[src/rtl/irc_pkg.sv]
package irc_pkg;

   localparam int VEC_LSB   = 0;
   localparam int MODE_LSB  = 8;
   localparam int POL_BIT   = 13;
   localparam int RMT_BIT   = 14;
   localparam int TRIG_BIT  = 15;
   localparam int MASK_BIT  = 16;
   localparam int DEST_LSB  = 16;
   localparam int LOW_BASE  = 16;

   typedef struct packed {
      logic [15:0] dest;
      logic        mask;
      logic        lvl;
      logic        pol;
      logic [2:0]  mode;
      logic [7:0]  vec;
   } entry_t;

   localparam entry_t ENTRY_RESET = '{dest: 16'h0, mask: 1'b1, lvl: 1'b0,
                                      pol: 1'b0, mode: 3'h0, vec: 8'h0};

   function automatic logic [31:0] pack_low(entry_t e, logic remote);
      logic [31:0] w;
      w = '0;
      w[VEC_LSB +: 8]  = e.vec;
      w[MODE_LSB +: 3] = e.mode;
      w[POL_BIT]       = e.pol;
      w[RMT_BIT]       = remote;
      w[TRIG_BIT]      = e.lvl;
      w[MASK_BIT]      = e.mask;
      return w;
   endfunction

   function automatic logic [31:0] pack_high(entry_t e);
      logic [31:0] w;
      w = '0;
      w[DEST_LSB +: 16] = e.dest;
      return w;
   endfunction

endpackage

[src/rtl/irc_regfile.sv]
module irc_regfile
   import irc_pkg::*;
#(
   parameter int          NUM_PINS = 8,
   parameter int          SEL_W    = 8,
   parameter logic [7:0]  VERSION  = 8'h21
) (
   input  logic                  clk,
   input  logic                  rst_n,
   input  logic                  sel_we,
   input  logic [SEL_W-1:0]      sel_wdata,
   input  logic                  data_we,
   input  logic [31:0]           data_wdata,
   input  logic [NUM_PINS-1:0]   remote_i,
   output logic [31:0]           data_rdata,
   output entry_t [NUM_PINS-1:0] entries_o
);

   localparam int MAX_SEL = LOW_BASE + 2 * NUM_PINS - 1;
   localparam logic [7:0] MAX_IDX = 8'(NUM_PINS - 1);
   localparam logic [31:0] VERSION_WORD = {8'h00, MAX_IDX, 8'h00, VERSION};

   if (NUM_PINS < 1 || NUM_PINS > 120) begin : g_bad_pins
      $error("irc_regfile: NUM_PINS out of range");
   end
   if (MAX_SEL >= (1 << SEL_W)) begin : g_bad_sel
      $error("irc_regfile: SEL_W too narrow for NUM_PINS");
   end

   logic [SEL_W-1:0]    sel_q;
   logic [NUM_PINS-1:0] hit_low;
   logic [NUM_PINS-1:0] hit_high;

   always_ff @(posedge clk or negedge rst_n) begin
      if (!rst_n)      sel_q <= '0;
      else if (sel_we) sel_q <= sel_wdata;
   end

   for (genvar i = 0; i < NUM_PINS; i++) begin : g_entry
      assign hit_low[i]  = (sel_q == SEL_W'(LOW_BASE + 2 * i));
      assign hit_high[i] = (sel_q == SEL_W'(LOW_BASE + 2 * i + 1));

      always_ff @(posedge clk or negedge rst_n) begin
         if (!rst_n) begin
            entries_o[i] <= ENTRY_RESET;
         end else if (data_we && hit_low[i]) begin
            entries_o[i].vec  <= data_wdata[VEC_LSB +: 8];
            entries_o[i].mode <= data_wdata[MODE_LSB +: 3];
            entries_o[i].pol  <= data_wdata[POL_BIT];
            entries_o[i].lvl  <= data_wdata[TRIG_BIT];
            entries_o[i].mask <= data_wdata[MASK_BIT];
         end else if (data_we && hit_high[i]) begin
            entries_o[i].dest <= data_wdata[DEST_LSB +: 16];
         end
      end
   end

   always_comb begin
      data_rdata = '0;
      if (sel_q == '0) data_rdata = VERSION_WORD;
      for (int i = 0; i < NUM_PINS; i++) begin
         if (hit_low[i])  data_rdata = pack_low(entries_o[i], remote_i[i]);
         if (hit_high[i]) data_rdata = pack_high(entries_o[i]);
      end
   end


   version_ro_chk: assert property (@(posedge clk) disable iff (!rst_n)
      (sel_q == '0) |-> (data_rdata == VERSION_WORD));

endmodule

[src/rtl/irc_pin_slot.sv]
module irc_pin_slot
   import irc_pkg::*;
(
   input  logic       clk,
   input  logic       rst_n,
   input  logic       pin_i,
   input  entry_t     entry_i,
   input  logic       accept_i,
   input  logic       eoi_valid_i,
   input  logic [7:0] eoi_vec_i,
   output logic       req_o,
   output logic       remote_o
);

   logic active;
   logic prev_q;
   logic edge_pend_q;
   logic remote_q;
   logic rise;
   logic eoi_hit;

   assign active  = pin_i ^ entry_i.pol;
   assign rise    = active & ~prev_q;
   assign eoi_hit = eoi_valid_i && (eoi_vec_i == entry_i.vec);

   always_ff @(posedge clk or negedge rst_n) begin
      if (!rst_n) prev_q <= 1'b0;
      else        prev_q <= active;
   end

   always_ff @(posedge clk or negedge rst_n) begin
      if (!rst_n)
         edge_pend_q <= 1'b0;
      else if (accept_i || entry_i.mask || entry_i.lvl)
         edge_pend_q <= 1'b0;
      else if (rise)
         edge_pend_q <= 1'b1;
   end

   always_ff @(posedge clk or negedge rst_n) begin
      if (!rst_n)
         remote_q <= 1'b0;
      else if (accept_i && entry_i.lvl)
         remote_q <= 1'b1;
      else if (!entry_i.lvl || eoi_hit)
         remote_q <= 1'b0;
   end

   always_comb begin
      if (entry_i.lvl) req_o = active & ~entry_i.mask & ~remote_q;
      else             req_o = edge_pend_q & ~entry_i.mask;
   end

   assign remote_o = remote_q;


   masked_drop_chk: assert property (@(posedge clk) disable iff (!rst_n)
      entry_i.mask |=> !edge_pend_q);


   remote_set_chk: assert property (@(posedge clk) disable iff (!rst_n)
      (accept_i && entry_i.lvl) |=> remote_q);


   eoi_clear_chk: assert property (@(posedge clk) disable iff (!rst_n)
      (eoi_hit && entry_i.lvl && !accept_i) |=> !remote_q);

endmodule

[src/rtl/irc_arbiter.sv]
module irc_arbiter #(
   parameter int N     = 8,
   parameter int IDX_W = 3
) (
   input  logic             clk,
   input  logic             rst_n,
   input  logic [N-1:0]     req_i,
   input  logic             ready_i,
   output logic             valid_o,
   output logic [IDX_W-1:0] gnt_idx_o,
   output logic [N-1:0]     accept_o
);

   logic             lock_q;
   logic [IDX_W-1:0] lock_idx_q;
   logic [IDX_W-1:0] low_idx;
   logic             fire;

   always_comb begin
      low_idx = '0;
      for (int i = N - 1; i >= 0; i--) begin
         if (req_i[i]) low_idx = IDX_W'(i);
      end
   end

   assign valid_o   = lock_q | (|req_i);
   assign gnt_idx_o = lock_q ? lock_idx_q : low_idx;
   assign fire      = valid_o & ready_i;

   always_comb begin
      for (int i = 0; i < N; i++) begin
         accept_o[i] = fire && (gnt_idx_o == IDX_W'(i));
      end
   end

   always_ff @(posedge clk or negedge rst_n) begin
      if (!rst_n) begin
         lock_q     <= 1'b0;
         lock_idx_q <= '0;
      end else begin
         lock_q     <= valid_o & ~ready_i;
         lock_idx_q <= gnt_idx_o;
      end
   end


   hold_chk: assert property (@(posedge clk) disable iff (!rst_n)
      (valid_o && !ready_i) |=> (valid_o && gnt_idx_o == $past(gnt_idx_o)));


   lowest_first_chk: assert property (@(posedge clk) disable iff (!rst_n)
      (!lock_q && req_i[0]) |-> (gnt_idx_o == '0));


   single_accept_chk: assert property (@(posedge clk) disable iff (!rst_n)
      $onehot0(accept_o));

endmodule

[src/rtl/irq_redirect_ctrl.sv]
module irq_redirect_ctrl
   import irc_pkg::*;
#(
   parameter int          NUM_PINS = 8,
   parameter int          SEL_W    = 8,
   parameter logic [7:0]  VERSION  = 8'h21
) (
   input  logic                clk,
   input  logic                rst_n,
   input  logic [NUM_PINS-1:0] pin_in,
   input  logic                sel_we,
   input  logic [SEL_W-1:0]    sel_wdata,
   input  logic                data_we,
   input  logic [31:0]         data_wdata,
   output logic [31:0]         data_rdata,
   input  logic                eoi_valid,
   input  logic [7:0]          eoi_vector,
   output logic                msg_valid,
   input  logic                msg_ready,
   output logic [7:0]          msg_vector,
   output logic [2:0]          msg_mode,
   output logic [15:0]         msg_dest
);

   localparam int IDX_W = (NUM_PINS > 1) ? $clog2(NUM_PINS) : 1;

   entry_t [NUM_PINS-1:0] entries;
   logic   [NUM_PINS-1:0] remote;
   logic   [NUM_PINS-1:0] req;
   logic   [NUM_PINS-1:0] accept;
   logic   [IDX_W-1:0]    gnt_idx;

   irc_regfile #(
      .NUM_PINS (NUM_PINS),
      .SEL_W    (SEL_W),
      .VERSION  (VERSION)
   ) u_regs (
      .clk        (clk),
      .rst_n      (rst_n),
      .sel_we     (sel_we),
      .sel_wdata  (sel_wdata),
      .data_we    (data_we),
      .data_wdata (data_wdata),
      .remote_i   (remote),
      .data_rdata (data_rdata),
      .entries_o  (entries)
   );

   for (genvar i = 0; i < NUM_PINS; i++) begin : g_slot
      irc_pin_slot u_slot (
         .clk         (clk),
         .rst_n       (rst_n),
         .pin_i       (pin_in[i]),
         .entry_i     (entries[i]),
         .accept_i    (accept[i]),
         .eoi_valid_i (eoi_valid),
         .eoi_vec_i   (eoi_vector),
         .req_o       (req[i]),
         .remote_o    (remote[i])
      );
   end

   irc_arbiter #(
      .N     (NUM_PINS),
      .IDX_W (IDX_W)
   ) u_arb (
      .clk       (clk),
      .rst_n     (rst_n),
      .req_i     (req),
      .ready_i   (msg_ready),
      .valid_o   (msg_valid),
      .gnt_idx_o (gnt_idx),
      .accept_o  (accept)
   );

   always_comb begin
      msg_vector = '0;
      msg_mode   = '0;
      msg_dest   = '0;
      for (int i = 0; i < NUM_PINS; i++) begin
         if (gnt_idx == IDX_W'(i)) begin
            msg_vector = entries[i].vec;
            msg_mode   = entries[i].mode;
            msg_dest   = entries[i].dest;
         end
      end
   end


   no_reissue_chk: assert property (@(posedge clk) disable iff (!rst_n)
      (msg_valid && msg_ready && entries[gnt_idx].lvl && !eoi_valid)
         |=> (remote[$past(gnt_idx)]));

endmodule

[config.mk]
export PLATFORM = sky130hd
export DESIGN_NAME = irq_redirect_ctrl
export DESIGN_NICKNAME = d
export VERILOG_FILES = /design/src/rtl/irc_pkg.sv /design/src/rtl/irc_regfile.sv /design/src/rtl/irc_pin_slot.sv /design/src/rtl/irc_arbiter.sv /design/src/rtl/irq_redirect_ctrl.sv
export SDC_FILE = /design/constraint.sdc
export NUM_CORES = 1
export LEC_CHECK = 0
export BUFFER_PORTS_ARGS = -buffer_cell sky130_fd_sc_hd__buf_2
export CORE_ASPECT_RATIO = 2
export CORE_UTILIZATION = 65
export CTS_BUF_LIST = sky130_fd_sc_hd__clkbuf_4 sky130_fd_sc_hd__clkbuf_8 sky130_fd_sc_hd__clkbuf_16
export CTS_CLUSTER_SIZE = 20
export DETAILED_ROUTE_END_ITERATION = 12
export GPL_TIMING_DRIVEN = 0
export MAX_ROUTING_LAYER = met4
export PLACE_DENSITY = 0.85
export SKIP_CTS_REPAIR_TIMING = 1
export SYNTH_ARGS = -nofsm -noshare
export SYNTH_HDL_FRONTEND = slang
export SYNTH_HIERARCHICAL = 1
export SYNTH_SLANG_ARGS = --single-unit
export TNS_END_PERCENT = 10
[constraint.sdc]
create_clock -name clk -period 13.1 [get_ports clk]
set_clock_uncertainty 0.1 [all_clocks]
set_input_delay 3.275 -clock clk [delete_from_list [all_inputs] [get_ports clk]]
set_output_delay 3.275 -clock clk [all_outputs]
set_load 0.005 [all_outputs]
-- Word level (Yosys, flattened, before mapping)
Index checks and enable logic that the tools add are counted.
- output and inout port bits: 60
- register bits after elaboration: 276
- bits of input ports: 62
- muxes and demuxes: 90
- reduce and logical (&&, ||, !) cells: 99
- bitwise gates (word level): 76
- equality and inequality tests: 31
- operators by type and width (kind ; count):
    $mux W32 ; 15
    $eq A8 B5 Y1 const B ; 16
    $mux W16 ; 8
    $eq A8 B8 Y1 ; 8
    $mux W8 ; 8
    $mux W3 ; 17
    $logic_and A1 B1 Y1 ; 40
    $mux W1 ; 40
    $mux W19 ; 2
    $and A1 B1 Y1 ; 34
    $not A1 Y1 ; 33
    $reduce_bool A2 Y1 ; 16
    $logic_or A1 B1 Y1 ; 24
    $reduce_and A2 Y1 ; 8
    $eq A3 B3 Y1 const B ; 4
    $logic_not A1 Y1 ; 8
    $logic_not A8 Y1 ; 1
    $reduce_or A8 Y1 ; 1
    $xor A1 B1 Y1 ; 8
    $eq A3 B2 Y1 const B ; 2
    $eq A3 B1 Y1 const B ; 1
    $logic_not A3 Y1 ; 1
    $or A1 B1 Y1 ; 1

-- Longest topological paths before layout
- depth in word-level cells: 22
- mapped depth: 14
- mapped depth without buffers: 11

-- By module
The synthesis kept the hierarchy.
- modules (own cells, without submodules) (module ; area an instance (um^2) ; instances ; cells each):
    irc_regfile ; 11628.7 ; 1 ; 854
    irq_redirect_ctrl ; 2527.4 ; 1 ; 283
    irc_pin_slot ; 224.0 ; 8 ; 23
    irc_arbiter ; 335.3 ; 1 ; 38

-- Worst setup path after synthesis
Ideal clock, no wire load.
- path kind: input to output
- start: input pin_in[7]
- end: output msg_dest[13]
- arrival time: 5.465 ns
- path slack: 4.260 ns
- path buffers: 2
- required time: 9.725 ns
- stages on the path: 12
- cell sequence: xor2_1 -> nand3b_1 -> a21oi_1 -> nor2b_1 -> o21ai_1 -> a211o_1 -> nand2_1 -> buf_4 -> buf_4 -> mux4_2 -> o21ai_0 -> a21oi_1
- cells in the longest elaborated chain, start to end: 22
- ends and longest elaborated chain (what ; RTL line ; source):
    start: declaration ; irq_redirect_ctrl.sv:10 ; input logic [NUM_PINS-1:0] pin_in,
    $xor A1 B1 Y1 * ; irc_pin_slot.sv:22 ; assign active = pin_i ^ entry_i.pol;
    $and A1 B1 Y1 * (2 in a row) ; irc_pin_slot.sv:50 ; if (entry_i.lvl) req_o = active & ~entry_i.mask & ~remote_q;
    $mux W1 * ; irc_pin_slot.sv:50 ;
    named net req[7] ; irq_redirect_ctrl.sv:29 ; logic [NUM_PINS-1:0] req;
    $mux W3 * (8 in a row) ; irc_arbiter.sv:22 ; if (req_i[i]) low_idx = IDX_W'(i);
    $mux W3 * ; irc_arbiter.sv:27 ; assign gnt_idx_o = lock_q ? lock_idx_q : low_idx;
    named net gnt_idx[0] ; irq_redirect_ctrl.sv:31 ; logic [IDX_W-1:0] gnt_idx;
    $logic_not A3 Y1 ; irq_redirect_ctrl.sv:81 ; if (gnt_idx == IDX_W'(i)) begin
    $mux W16 (7 in a row) ; irq_redirect_ctrl.sv:81 ;
    $mux W16 * ; irq_redirect_ctrl.sv:81 ;
    end: declaration ; irq_redirect_ctrl.sv:22 ; output logic [15:0] msg_dest
The timed path passes the listed nets; every way through them passes the cells marked *.

-- Worst setup path in the final report
- start: input pin_in[2]
- end: output msg_dest[14]
- cells in the longest elaborated chain, start to end: 17
- ends and longest elaborated chain (what ; RTL line ; source):
    $xor A1 B1 Y1 * ; irc_pin_slot.sv:22 ;
    named net g_slot[2].u_slot.active ; irc_pin_slot.sv:15 ; logic active;
    $and A1 B1 Y1 * (2 in a row) ; irc_pin_slot.sv:50 ;
    $mux W1 * ; irc_pin_slot.sv:50 ;
    named net req[2] ; irq_redirect_ctrl.sv:29 ;
    $mux W3 * (3 in a row) ; irc_arbiter.sv:22 ;
    $mux W3 * ; irc_arbiter.sv:27 ;
    named net gnt_idx[2] ; irq_redirect_ctrl.sv:31 ;
    $logic_not A3 Y1 ; irq_redirect_ctrl.sv:81 ;
    $mux W16 (7 in a row) ; irq_redirect_ctrl.sv:81 ;
    $mux W16 * ; irq_redirect_ctrl.sv:81 ;
Marked as above.

==> run_results.csv <==
group,metric,value,unit
setup_path,critPathLaunchType,"primary input",
place,hpwl,38790,um
routing,wl_per_cell,30.00,um
global_routing,grt_pass1_vias,14390,
sta,setup_slack,2.763,ns
pwr,powerDensity,144.5,nW/um^2
setup_path,crit_end,"msg_dest[14]",
place,pre_cts_ws,2.867,ns
floorplan,chipWidth,113.9,um
global_routing,grt-ovfl-total,0,
yosys,synth_cells,1359,
setup_path,reg2reg_setup_slack,9.70,ns
sta,finalCritPeriodShare,78.91,%
setup_path,cp-startpoint,"pin_in[2]",
yosys,ys_ff_latch,276,
global_routing,grt_start_max_net_pins,118,
global_routing,track_usage,46.28,%
clock_network,clock_latency,0.57,ns
sta,worst_slew_pin_slew,1.288,ns
floorplan,die_area,25730,um^2
clock_network,clk_path_buf_depth,3,
clock_network,cts_max_level,1,
global_routing,antenna_found_initial,3,
cells_and_area,layout-drive-gt1-share,38.96,%
routing,via_per_inst,7.295,
routing,vias,13550,
floorplan,rows,81,
sta,setup_viol,0,
status,status,"finished clean",
place,port_buffers,114,
routing,drt_iter0_drc,1239,
global_routing,grt_first_pass_wirelength,83620,um
sta,fin_crit,10.34,ns
place,gp_congestion,1.051,
yosys,syn_area_per_cell,11.98,um^2
routing,final_antenna_net_count,0,
clock_network,clock-root-buffer,"clkbuf_16",
yosys,synth_cell_types,74,
pwr,finalPower,2.636,mW
routing,first_pass_iters,6,
cells_and_area,nNetsFinal,1566,
job,drv_cap,0,
routing,drc_errors,0,
sta,slew-limit-headroom,13.32,%
floorplan,core-area,24530,um^2
pwr,peakVddDrop,0.0001519,V
yosys,netlist_area,16280,um^2
pwr,p_leak,8.509,nW
setup_path,regToRegStartpoint,"u_regs/entries_o[191]",
floorplan,io_pins,122,
yosys,ys_warn_count,6,
cells_and_area,area_delta_synth_final,11.99,%
clock_network,cts_tree,"yes",
setup_path,rr_worst_depth,9,
setup_path,cp.required,9.72,ns
sta,fmax,0.09674,GHz
setup_path,criticalPathCategory,"primary input to output port",
setup_path,arrival,6.96,ns
yosys,seq_area_frac_synth,42.48,%
routing,wirelength,55720,um
cells_and_area,layout_commonest_cell,"dfrtp_1",
cells_and_area,final_cell_mix,"268 x dfrtp_1, 259 x mux2_2, 135 x buf_2",
yosys,yosys_most_used_dff,"dfrtp_1",
clock_network,path_clk_slew,0.06,ns
yosys,ys_async_sr_fraction,100.0,%
sta,drv_slew,0,
yosys,synth_edf_count,0,
sta,fin_setup_tns,0,ns
setup_path,worstSetupEndpointType,"output port",
setup_path,cp_max_fo,10,
sta,grt_setup_unrepaired,"no",
cells_and_area,fillCellCount,1729,
floorplan,die_y,225.8,um
floorplan,start_util,66.39,%
clock_network,cts_inserted_buffers,26,
clock_network,cts_num_sinks,276,
setup_path,r2r-end,"g_slot[2].u_slot/remote_o",
sta,final_hold_viol_count,0,
worst_hold_path,hold_class,"flop to flop",
-- registers in the layout, summed over array words and instances (netlist names) --
signal and count:
u_regs/entries_o 240, g_slot.u_slot/prev_q 8, g_slot.u_slot/edge_pend_q 8, u_regs/sel_q 8, u_arb/lock_idx_q 3, u_arb/lock_q 1, g_slot.u_slot/remote_o 8
-- kinds of logic after synthesis --
logic type	share of synthesized area, %
flip-flops	42.48
AO/OA/AOI/OAI	14.50
other	0.02303
multiplexers	27.07
XOR/XNOR	3.873
AND/OR/NAND/NOR	8.383
buffers and inverters	3.673
-- layer usage --
metal	track usage, %	up-vias	routed length, um
li1	-	5435	-
met1	44.45	6564	16860
met2	74.84	1018	26860
met3	11.51	530	5162
met4	43.90	0	6843
met5	-	-	0
-- area by class of cell --
cell class | count | area [um^2] | share of cell area, %
diodes | 3 | 7.507 | 0.04117
plain buffers | 99 | 549.3 | 3.012
clock buffers | 31 | 724.4 | 3.973
clock inverters | 15 | 166.4 | 0.9125
inverters | 13 | 48.80 | 0.2676
multi-input cells | 972 | 8772 | 48.10
flip-flops and latches | 276 | 6917 | 37.93
well taps | 332 | 415.4 | 2.278
repair buffers | 116 | 635.6 | 3.485
-- worst min-delay path by stage --
stage                                     from              endpoint  slack, ns  cells past startpoint
after floorplan            u_regs/entries_o[8]   u_regs/entries_o[8]       0.38                      1
after global placement     u_regs/entries_o[9]   u_regs/entries_o[9]       0.39                      1
after detailed placement  u_regs/entries_o[26]  u_regs/entries_o[26]       0.40                      1
after CTS                 u_regs/entries_o[26]  u_regs/entries_o[26]       0.42                      1
after global routing       u_regs/entries_o[9]   u_regs/entries_o[9]       0.43                      1
final                     u_regs/entries_o[26]  u_regs/entries_o[26]       0.41                      1
-- worst max-delay path, stage by stage --
cell,delay [ns]
buf_2,0.10
xor2_1,0.18
nand3b_1,0.12
a21oi_1,0.13
or4_4,0.57
o31ai_4,0.43
clkbuf_1,0.46
clkbuf_1,0.61
clkbuf_1,0.62
a21oi_1,0.26
buf_2,0.20
-- synth_stat cells, types with 7 or more instances --
cell | number | share of area [%]
buf_2 | 22 | 0.68
xor2_1 | 72 | 3.9
nor4_1 | 10 | 0.38
nor4_2 | 8 | 0.61
a2111oi_2 | 21 | 1.9
buf_4 | 18 | 0.83
mux2_4 | 10 | 0.92
a32o_2 | 20 | 1.4
a21boi_0 | 11 | 0.51
a21oi_1 | 47 | 1.4
nor2_1 | 62 | 1.4
a221oi_1 | 12 | 0.65
a31oi_1 | 10 | 0.38
nand3b_1 | 11 | 0.51
a22oi_1 | 43 | 2.0
a21boi_1 | 15 | 0.69
buf_6 | 11 | 0.76
a2111oi_0 | 7 | 0.38
mux2i_1 | 44 | 2.7
dfrtp_1 | 268 | 41
a22o_1 | 13 | 0.70
nor3_1 | 12 | 0.37
o21ai_0 | 66 | 2.0
a221o_1 | 13 | 0.80
inv_1 | 12 | 0.28
nor2b_1 | 8 | 0.31
mux2_1 | 20 | 1.4
dfstp_2 | 8 | 1.3
nand2b_1 | 38 | 1.5
nand2_1 | 17 | 0.39
nor3b_1 | 8 | 0.37
clkbuf_1 | 41 | 0.95
mux2_2 | 259 | 18
buf_1 | 7 | 0.16
mux4_2 | 30 | 4.1
nand3_1 | 21 | 0.65
-- through the flow --
step	cells	hold WS (ns)	util (%)	instance area, um^2
floorplan	1360	0.3760	-	16290
global placement	1806	0.3879	70.43	17270
detailed placement	1808	0.4018	70.69	17340
CTS	1854	0.4157	74.32	18230
global route	1857	0.4334	74.35	18240
finish	1857	0.4142	74.35	18240
-- power by group --
group	leakage (nW)	total [mW]	internal [mW]	switching (mW)
logic	4.36	0.813	0.308	0.505
clock network	0.441	0.798	0.454	0.343
registers	3.71	1.02	0.939	0.0854
total	8.51	2.64	1.70	0.934
No activity file was read; power rests on OpenSTA's default activity.
